--- config.mk ---
export PLATFORM = sky130hd
export DESIGN_NAME = vblank_gate_gen
export DESIGN_NICKNAME = d
export VERILOG_FILES = /design/src/rtl/vbg_pkg.sv /design/src/rtl/vbg_flag.sv /design/src/rtl/vbg_sc_enc.sv /design/src/rtl/vblank_gate_gen.sv
export SDC_FILE = /design/constraint.sdc
export NUM_CORES = 1
export LEC_CHECK = 0
export BUFFER_PORTS_ARGS = -buffer_cell sky130_fd_sc_hd__buf_2
export CORE_AREA = 2 2 39 41
export DETAILED_ROUTE_END_ITERATION = 16
export DIE_AREA = 0 0 41 43
export PLACE_DENSITY_LB_ADDON = 0.08
export SLEW_MARGIN = 10
export SYNTH_ARGS = -nofsm -noshare
export SYNTH_HDL_FRONTEND = slang
export SYNTH_HIERARCHICAL = 1
export SYNTH_SLANG_ARGS = --single-unit
--- constraint.sdc ---
create_clock -name clk -period 1.4 [get_ports clk]
set_input_delay 0.07 -clock clk [delete_from_list [all_inputs] [get_ports clk]]
set_output_delay 0.07 -clock clk [all_outputs]
set_load 0.05 [all_outputs]
--- src/rtl/vbg_pkg.sv ---
package vbg_pkg;

  typedef enum logic [1:0] {
    MODE_SEARCH = 2'b00,
    MODE_NARROW = 2'b01,
    MODE_STD    = 2'b10,
    MODE_ALT    = 2'b11
  } vmode_e;

  typedef enum logic [1:0] {
    SC_NONE   = 2'b00,
    SC_HBLANK = 2'b01,
    SC_VBLANK = 2'b10,
    SC_BURST  = 2'b11
  } sc_code_e;

  // Pick the 50 Hz or 60 Hz value of a rate-dependent limit.
  function automatic int rate_pick(input logic is50, input int v50, input int v60);
    return is50 ? v50 : v60;
  endfunction

  // Count at which the first equalizing pulse is expected in predictive modes.
  function automatic int early_point(input logic is50, input int std50,
                                     input int std60, input int lead);
    return rate_pick(is50, std50, std60) - lead;
  endfunction

  // Narrow and standard modes anticipate the field reset; the others do not.
  function automatic logic is_predictive(input logic [1:0] m);
    return (m == MODE_NARROW) || (m == MODE_STD);
  endfunction

endpackage

--- src/rtl/vbg_flag.sv ---
module vbg_flag (
  input  logic clk,
  input  logic rst_n,
  input  logic set_i,
  input  logic clr_i,
  output logic q_o
);

  always_ff @(posedge clk) begin
    if (!rst_n)     q_o <= 1'b0;
    else if (set_i) q_o <= 1'b1;
    else if (clr_i) q_o <= 1'b0;
  end

  // a start event always wins over a coincident end count
  p_set_wins_r6: assert property (@(posedge clk) disable iff (!rst_n)
    set_i |=> q_o);
  // an end count alone always closes the pulse
  p_clr_closes_r6: assert property (@(posedge clk) disable iff (!rst_n)
    (clr_i && !set_i) |=> !q_o);

endmodule

--- src/rtl/vbg_sc_enc.sv ---
module vbg_sc_enc (
  input  logic       guard_i,
  input  logic       vert_i,
  input  logic       burst_i,
  input  logic       hblank_i,
  output logic [1:0] code_o
);
  import vbg_pkg::*;

  sc_code_e code_w;

  always_comb begin
    if (guard_i)       code_w = SC_VBLANK;
    else if (burst_i)  code_w = SC_BURST;
    else if (vert_i)   code_w = SC_VBLANK;
    else if (hblank_i) code_w = SC_HBLANK;
    else               code_w = SC_NONE;
  end

  assign code_o = code_w;

  // horizontal blank never shows while vertical blank is active
  always_comb begin
    p_hb_masked_r10: assert (!(vert_i && code_o == SC_HBLANK));
  end

endmodule

--- src/rtl/vblank_gate_gen.sv ---
module vblank_gate_gen #(
  parameter int CNT_W   = 10,
  parameter int STD50   = 625,
  parameter int STD60   = 525,
  parameter int EQ_LEAD = 6,
  parameter int ATF50   = 8,
  parameter int ATF60   = 10,
  parameter int VB50    = 44,
  parameter int VB60    = 34,
  parameter int CHG_LEN = 26
) (
  input  logic             clk,
  input  logic             rst_n,
  input  logic [CNT_W-1:0] div_cnt,
  input  logic             div_rst,
  input  logic [1:0]       div_mode,
  input  logic             rate_50,
  input  logic             guard_fault,
  input  logic             hblank_in,
  input  logic             burst_in,
  output logic             atf_gate,
  output logic             vblank,
  output logic             charge_win,
  output logic             vblank_sc,
  output logic [1:0]       sc_code
);
  import vbg_pkg::*;

  localparam int NF    = 3;
  localparam int F_ATF = 0;
  localparam int F_VB  = 1;
  localparam int F_CHG = 2;
  localparam logic [CNT_W-1:0] CHG_END = CNT_W'(CHG_LEN);

  // Named internal events
  logic [CNT_W-1:0] atf_end_c, vb_end_c, early_c;
  logic             early_hit, atf_end_hit, vb_end_hit, chg_end_hit;
  logic [NF-1:0]    set_v, clr_v, q_v;
  logic             guard_q;

  assign atf_end_c   = CNT_W'(rate_pick(rate_50, ATF50, ATF60));
  assign vb_end_c    = CNT_W'(rate_pick(rate_50, VB50, VB60));
  assign early_c     = CNT_W'(early_point(rate_50, STD50, STD60, EQ_LEAD));
  assign early_hit   = is_predictive(div_mode) && (div_cnt == early_c);
  assign atf_end_hit = (div_cnt == atf_end_c);
  assign vb_end_hit  = (div_cnt == vb_end_c);
  assign chg_end_hit = (div_cnt == CHG_END);

  assign set_v[F_ATF] = div_rst | early_hit;
  assign set_v[F_VB]  = div_rst;
  assign set_v[F_CHG] = div_rst;
  assign clr_v[F_ATF] = atf_end_hit;
  assign clr_v[F_VB]  = vb_end_hit;
  assign clr_v[F_CHG] = chg_end_hit;

  for (genvar i = 0; i < NF; i++) begin : g_flag
    vbg_flag u_flag (
      .clk   (clk),
      .rst_n (rst_n),
      .set_i (set_v[i]),
      .clr_i (clr_v[i]),
      .q_o   (q_v[i])
    );
  end

  always_ff @(posedge clk) begin
    if (!rst_n) guard_q <= 1'b0;
    else        guard_q <= guard_fault;
  end

  assign atf_gate   = q_v[F_ATF];
  assign vblank     = q_v[F_VB];
  assign charge_win = q_v[F_CHG];
  assign vblank_sc  = q_v[F_ATF] | q_v[F_VB] | guard_q;

  vbg_sc_enc u_enc (
    .guard_i  (guard_q),
    .vert_i   (vblank_sc),
    .burst_i  (burst_in),
    .hblank_i (hblank_in),
    .code_o   (sc_code)
  );

  // blanking only opens after a divider reset
  p_vb_start_r2: assert property (@(posedge clk) disable iff (!rst_n)
    $rose(vblank) |-> $past(div_rst));
  // blanking closes at its rate-dependent end count
  p_vb_end_r2: assert property (@(posedge clk) disable iff (!rst_n)
    (vblank && vb_end_hit && !div_rst) |=> !vblank);
  // outside predictive modes the gate opens only at reset
  p_atf_search_r3: assert property (@(posedge clk) disable iff (!rst_n)
    ($rose(atf_gate) && !is_predictive($past(div_mode))) |-> $past(div_rst));
  // the early point opens the gate in predictive modes
  p_atf_early_r4: assert property (@(posedge clk) disable iff (!rst_n)
    early_hit |=> atf_gate);
  // the charge window closes at count CHG_LEN
  p_chg_end_r5: assert property (@(posedge clk) disable iff (!rst_n)
    (charge_win && chg_end_hit && !div_rst) |=> !charge_win);
  // a guard fault forces vertical blanking on the coded output
  p_guard_r9: assert property (@(posedge clk) disable iff (!rst_n)
    guard_fault |=> (vblank_sc && sc_code == 2'b10));
  // either vertical pulse yields the vertical or burst code
  p_vert_code_r10: assert property (@(posedge clk) disable iff (!rst_n)
    (atf_gate || vblank) |-> (sc_code[1] == 1'b1));

endmodule

# Word-level counts from Yosys, hierarchy flattened
# Index checks and enable logic that the tools add are counted.
op_classes:
  n_bitwise: 3
  mux: 13
  n_eq_ne: 6
  reduce_logical: 5
  n_addsub: 1
ops:
  columns: ["operator", "count"]
  rows:
  - ["equality test 10 bit", 1]
  - ["equality test 10 x 4 -> 1 bit", 1]
  - ["equality test 10 x 5 -> 1 bit (second input constant)", 1]
  - ["equality test 10 x 6 -> 1 bit", 1]
  - ["subtractor 10 x 3 -> 10 bit (second input constant)", 1]
  - ["two-way mux 2 bit", 4]
  - ["two-way mux 1 bit", 7]
  - ["two-way mux 7 bit", 1]
  - ["nonzero test 2 bit", 3]
  - ["two-way mux 4 bit", 1]
  - ["bitwise OR 1 bit", 3]
  - ["equality test 2 x 1 -> 1 bit (second input constant)", 1]
  - ["equality test 2 bit (second input constant)", 1]
  - ["logical AND 1 bit", 1]
  - ["logical OR 1 bit", 1]
totals:
  out_inout_bits: 6
  input_bits: 19
  reg_bits: 4

# Logic depth before layout (Yosys ltp)
logic_depth:
  ltp_word: 6
  ltp_mapped: 5
  ltp_nobuf: 5

# Modules after synthesis
# Netlist, hierarchy kept.
by_module_without_submodules:
  columns: ["module", "instances", "cells_each", "area_each_um2"]
  rows:
  - ["vblank_gate_gen", 1, 22, 180.2]
  - ["vbg_flag", 3, 3, 41.3]
  - ["vbg_sc_enc", 1, 4, 21.3]

# Worst setup path after synthesis
# OpenSTA, ideal clock, no wires.
synth_timing:
  path_type: "flip-flop to output port"
  startpoint: "register g_flag[1].u_flag.q_o"
  endpoint: "output sc_code[0]"
  setup_slack_ns: -0.828
  arrival_ns: 2.158
  stages_incl_launch_ff: 4
  n_path_buf: 0
  path_cell_list: "dfxtp_1 -> or3_1 -> nand2b_1 -> a21oi_1"
synth_via:
  elab_chain_cells: 5
synth_rtl:
  columns: ["item", "line_no", "rtl"]
  rows:
  - ["start: declaration", "vbg_flag.sv:6", "output logic q_o"]
  - ["start signal: assignment", "vbg_flag.sv:10", "if (!rst_n) q_o <= 1'b0;"]
  - ["start signal: assignment", "vbg_flag.sv:11", "else if (set_i) q_o <= 1'b1;"]
  - ["start signal: assignment", "vbg_flag.sv:12", "else if (clr_i) q_o <= 1'b0;"]
  - ["bitwise OR 1 bit (2 in series)", "vblank_gate_gen.sv:74", "assign vblank_sc = q_v[F_ATF] | q_v[F_VB] | guard_q;"]
  - ["named net vblank_sc", "vblank_gate_gen.sv:24", "output logic vblank_sc,"]
  - ["two-way mux 2 bit", "vbg_sc_enc.sv:15", "else if (vert_i) code_w = SC_VBLANK;"]
  - ["two-way mux 2 bit", "vbg_sc_enc.sv:14", "else if (burst_i) code_w = SC_BURST;"]
  - ["two-way mux 2 bit", "vbg_sc_enc.sv:13", "if (guard_i) code_w = SC_VBLANK;"]
  - ["end: declaration", "vblank_gate_gen.sv:25", "output logic [1:0] sc_code"]
# The timed path passes the listed nets, and every way through them passes these cells.

# Worst setup path after layout
layout_timing:
  startpoint: "register g_flag[0].u_flag.q_o"
  endpoint: "output sc_code[1]"
layout_via:
  elab_chain_cells: 5
layout_rtl:
  columns: ["item", "line_no"]
  rows:
  - ["start: declaration", "vbg_flag.sv:6"]
  - ["start signal: assignment", "vbg_flag.sv:10"]
  - ["start signal: assignment", "vbg_flag.sv:11"]
  - ["start signal: assignment", "vbg_flag.sv:12"]
  - ["bitwise OR 1 bit (2 in series)", "vblank_gate_gen.sv:74"]
  - ["two-way mux 2 bit", "vbg_sc_enc.sv:15"]
  - ["two-way mux 2 bit", "vbg_sc_enc.sv:14"]
  - ["two-way mux 2 bit", "vbg_sc_enc.sv:13"]
# No other way between the ends.

==> reports/qor.csv <==
stage;metric;value;unit
setup_path;CP endpoint kind;output port;
synthesis;area leader, netlist;dfxtp_1;
route;routed via count;384;
outcome;violated checks;negative setup slack;
sta;Tightest Pin Transition;0.438;ns
sta;clock period minus final worst setup slack;1.49;ns
sta;RSZ-0062 raised after global routing;yes;
synthesis;synth unique cells;24;
synthesis;syn_area_per_cell;9.29;um^2
setup_path;Crit path largest cell delay;0.36;ns
sta;# setup viols final;2;
global_routing;Top Usage Layer GRT;met2;
placed_design;Post-DP HPWL;733;um
clocking;CTS Buf Count;3;
placed_design;Final GP Congestion;0.621;
route;1st-iter DRT viols;8;
global_routing;Tot GR Track Use;11.0;%
global_routing;total grt overflow;0;
route;DRC Markers;0;
synthesis;post-synth top area share;24.6;%
run;# Max-Cap Violations;0;
floorplan;Core Footprint;1380;um^2
route;antenna-violating nets left;0;
sta;Setup TNS;-0.162;ns
global_routing;number of global-route vias before repair;375;
cells_and_area;Final nets;86;
synthesis;synthesized netlist cell count;35;
clocking;CTS tree;yes;
route;post-detailed-route wirelength per cell;10.2;um
sta;Final Skew;0;ns
cells_and_area;antenna cells;0;
route;router iterations before antenna repair;2;
setup_path;CP required;1.33;ns
floorplan;initial core utilization;23.5;%
pwr;Leakage;0.274;nW
cells_and_area;fraction of layout cells with a size suffix above 1;68.2;%
synthesis;Synthesized Nets;54;
global_routing;first-pass GRT wire length;1.34;mm
setup_path;CP Max Fanout;3;
pwr;overall power;447;uW
global_routing;pin count of the biggest net entering global routing;7;
global_routing;met3 Resource Use GR;3.14;%
setup_path;critical path type;register to output port;
floorplan;DIE HEIGHT;43;um
clocking;CTS sink count;4;
sta;Min Hold Slack;0.0422;ns
setup_path;CP max-delay cell;or3_4;
sta;Final WS setup;-0.0927;ns
synthesis;register area share after synthesis;24.6;%
clocking;Worst-Skew Late Latency;0.23;ns
synthesis;Synth Cell Area;325;um^2
pwr;pwr/cell area;768;nW/um^2
synthesis;Synth Register Bits;4;
floorplan;# IOs;25;
floorplan;Die Footprint;1760;um^2
cells_and_area;Area Overhead vs Synth;78.8;%
global_routing;initial antenna violation count;0;
setup_path;critical-path cell list;or3_4, or3_4, buf_8;
clocking;htree depth;1;
sta;Final Slew Violations;0;
synthesis;Synth area leaders;dfxtp_1, nor2b_4, o21a_1;
sta;Slew HR;70.1;%
sta;final hold violation count;0;
sta;period utilization;107;%
setup_path;crit start category;register;
setup_path;Worst path most repeated cell;or3_4;
route;final WL;839;um
route;Via density;4.68;
worst_hold_path;HP Class;input port to register;
floorplan;Horiz. Die Dim;41;um
clocking;Root Driver;clkbuf_4;
outcome;outcome;finished, violations left;
setup_path;Arrival @ worst endpoint;1.42;ns
clocking;deepest clock path buffer count;2;
global_routing;GRT met2 Usage;18.8;%
cells_and_area;Util after Layout;42.0;%
global_routing;GR Layer Usage met1;12.2;%
synthesis;Ys Warns;6;
clocking;Reg clk slew, reported paths;0.04;ns
sta;max frequency;670;MHz
pwr;IR drop worst, VDD;272;uV
placed_design;IO Port Bufs;24;
floorplan;Site Rows;14;
[layout make-up]
class | instances | area (um^2)
sequential | 4 | 86.3
tap | 16 | 20.0
clock buffer | 4 | 26.3
multi-input combinational | 29 | 277
fill | 145 | 802
inverter | 2 | 7.51
timing repair buffer | 27 | 165
[final timing paths]
| path | slack, ns | cells past startpoint | to | from |
|---|---|---|---|---|
| hold / removal | 0.04 | 2 | guard_q | guard_fault |
| setup reg to reg | 0.57 | 3 | g_flag[0].u_flag/q_o | g_flag[0].u_flag/q_o |
| hold reg to reg | 0.57 | 2 | g_flag[2].u_flag/q_o | g_flag[2].u_flag/q_o |
| setup / recovery | -0.09 | 3 | sc_code[1] | g_flag[0].u_flag/q_o |
[layer usage]
layer  up-vias  share of wire [%]
met5         -                  0
met4         0                  0
met3         0                 11
met2        22                 48
met1       168                 41
li1        194                  -
[cells by family after synthesis]
family,count (synthesis),synth area share (%)
AO/OA/AOI/OAI,7,17.3
buffers and inverters,2,2.31
flip-flops,4,24.6
AND/OR/NAND/NOR,20,50.4
XOR/XNOR,2,5.39
[state kept, by name (all words and copies together), names as in the netlist]
name               cells
guard_q                1
g_flag.u_flag/q_o      3
[where the power goes]
part | total [mW] | internal [mW] | switching, mW | leakage [nW]
Sequential | 0.127 | 0.123 | 0.00421 | 0.0344
Combinational | 0.167 | 0.0739 | 0.0928 | 0.224
Clock | 0.154 | 0.107 | 0.0466 | 0.0150
Total | 0.447 | 0.303 | 0.144 | 0.274
[metrics by stage]
| step | instance area, um^2 | cells | worst slack [ns] |
|---|---|---|---|
| CTS | 582 | 82 | -0.102 |
| global route | 582 | 82 | -0.134 |
| finish | 582 | 82 | -0.0927 |
| detailed placement | 524 | 77 | -0.277 |
| global placement | 524 | 77 | -0.261 |
| floorplan | 369 | 35 | -0.129 |
[synth_stat cells]
| cell type | instances |
|---|---|
| a2111oi_0 | 1 |
| a21oi_1 | 1 |
| a31o_2 | 1 |
| a41o_2 | 1 |
| and2_1 | 1 |
| and3_1 | 1 |
| dfxtp_1 | 4 |
| inv_1 | 2 |
| nand2_1 | 2 |
| nand2b_1 | 1 |
| nand3_1 | 1 |
| nand4b_1 | 1 |
| nor2b_1 | 1 |
| nor2b_4 | 3 |
| nor3_2 | 1 |
| nor4_1 | 1 |
| nor4_2 | 1 |
| nor4b_1 | 1 |
| o21a_1 | 3 |
| or3_1 | 3 |
| or3b_1 | 1 |
| or4_4 | 1 |
| xnor2_1 | 1 |
| xor2_1 | 1 |
[placed cells by master, fill, tap and decap left out, types with 2 or more instances in the layout]
cell / synthesis / final
buf_2: 0 / 21
clkbuf_4: 0 / 3
nor2b_4: 3 / 3
o21a_1: 3 / 3
buf_4: 0 / 3
nand2_1: 2 / 2
inv_1: 2 / 2
or3_4: 0 / 2
dfxtp_2: 0 / 2
buf_6: 0 / 2
[critical path: cells and delay by family (launching register included)]
kind | cells | cell delay [ns]
simple gates | 2 | 0.70
flops | 1 | 0.33
buf+inv | 1 | 0.16
[what timing repair did]
| action | 4_1_cts | 5_1_grt |
|---|---|---|
| endpoints found under the setup margin | 4 | 3 |
| setup buffers | 1 | 0 |
| pin swaps | 1 | 0 |
| resized for setup | 7 | 0 |
| hold buffers | 0 | 0 |
| endpoints found under the hold margin | 0 | 0 |
No activity file was read; power rests on OpenSTA's default activity.
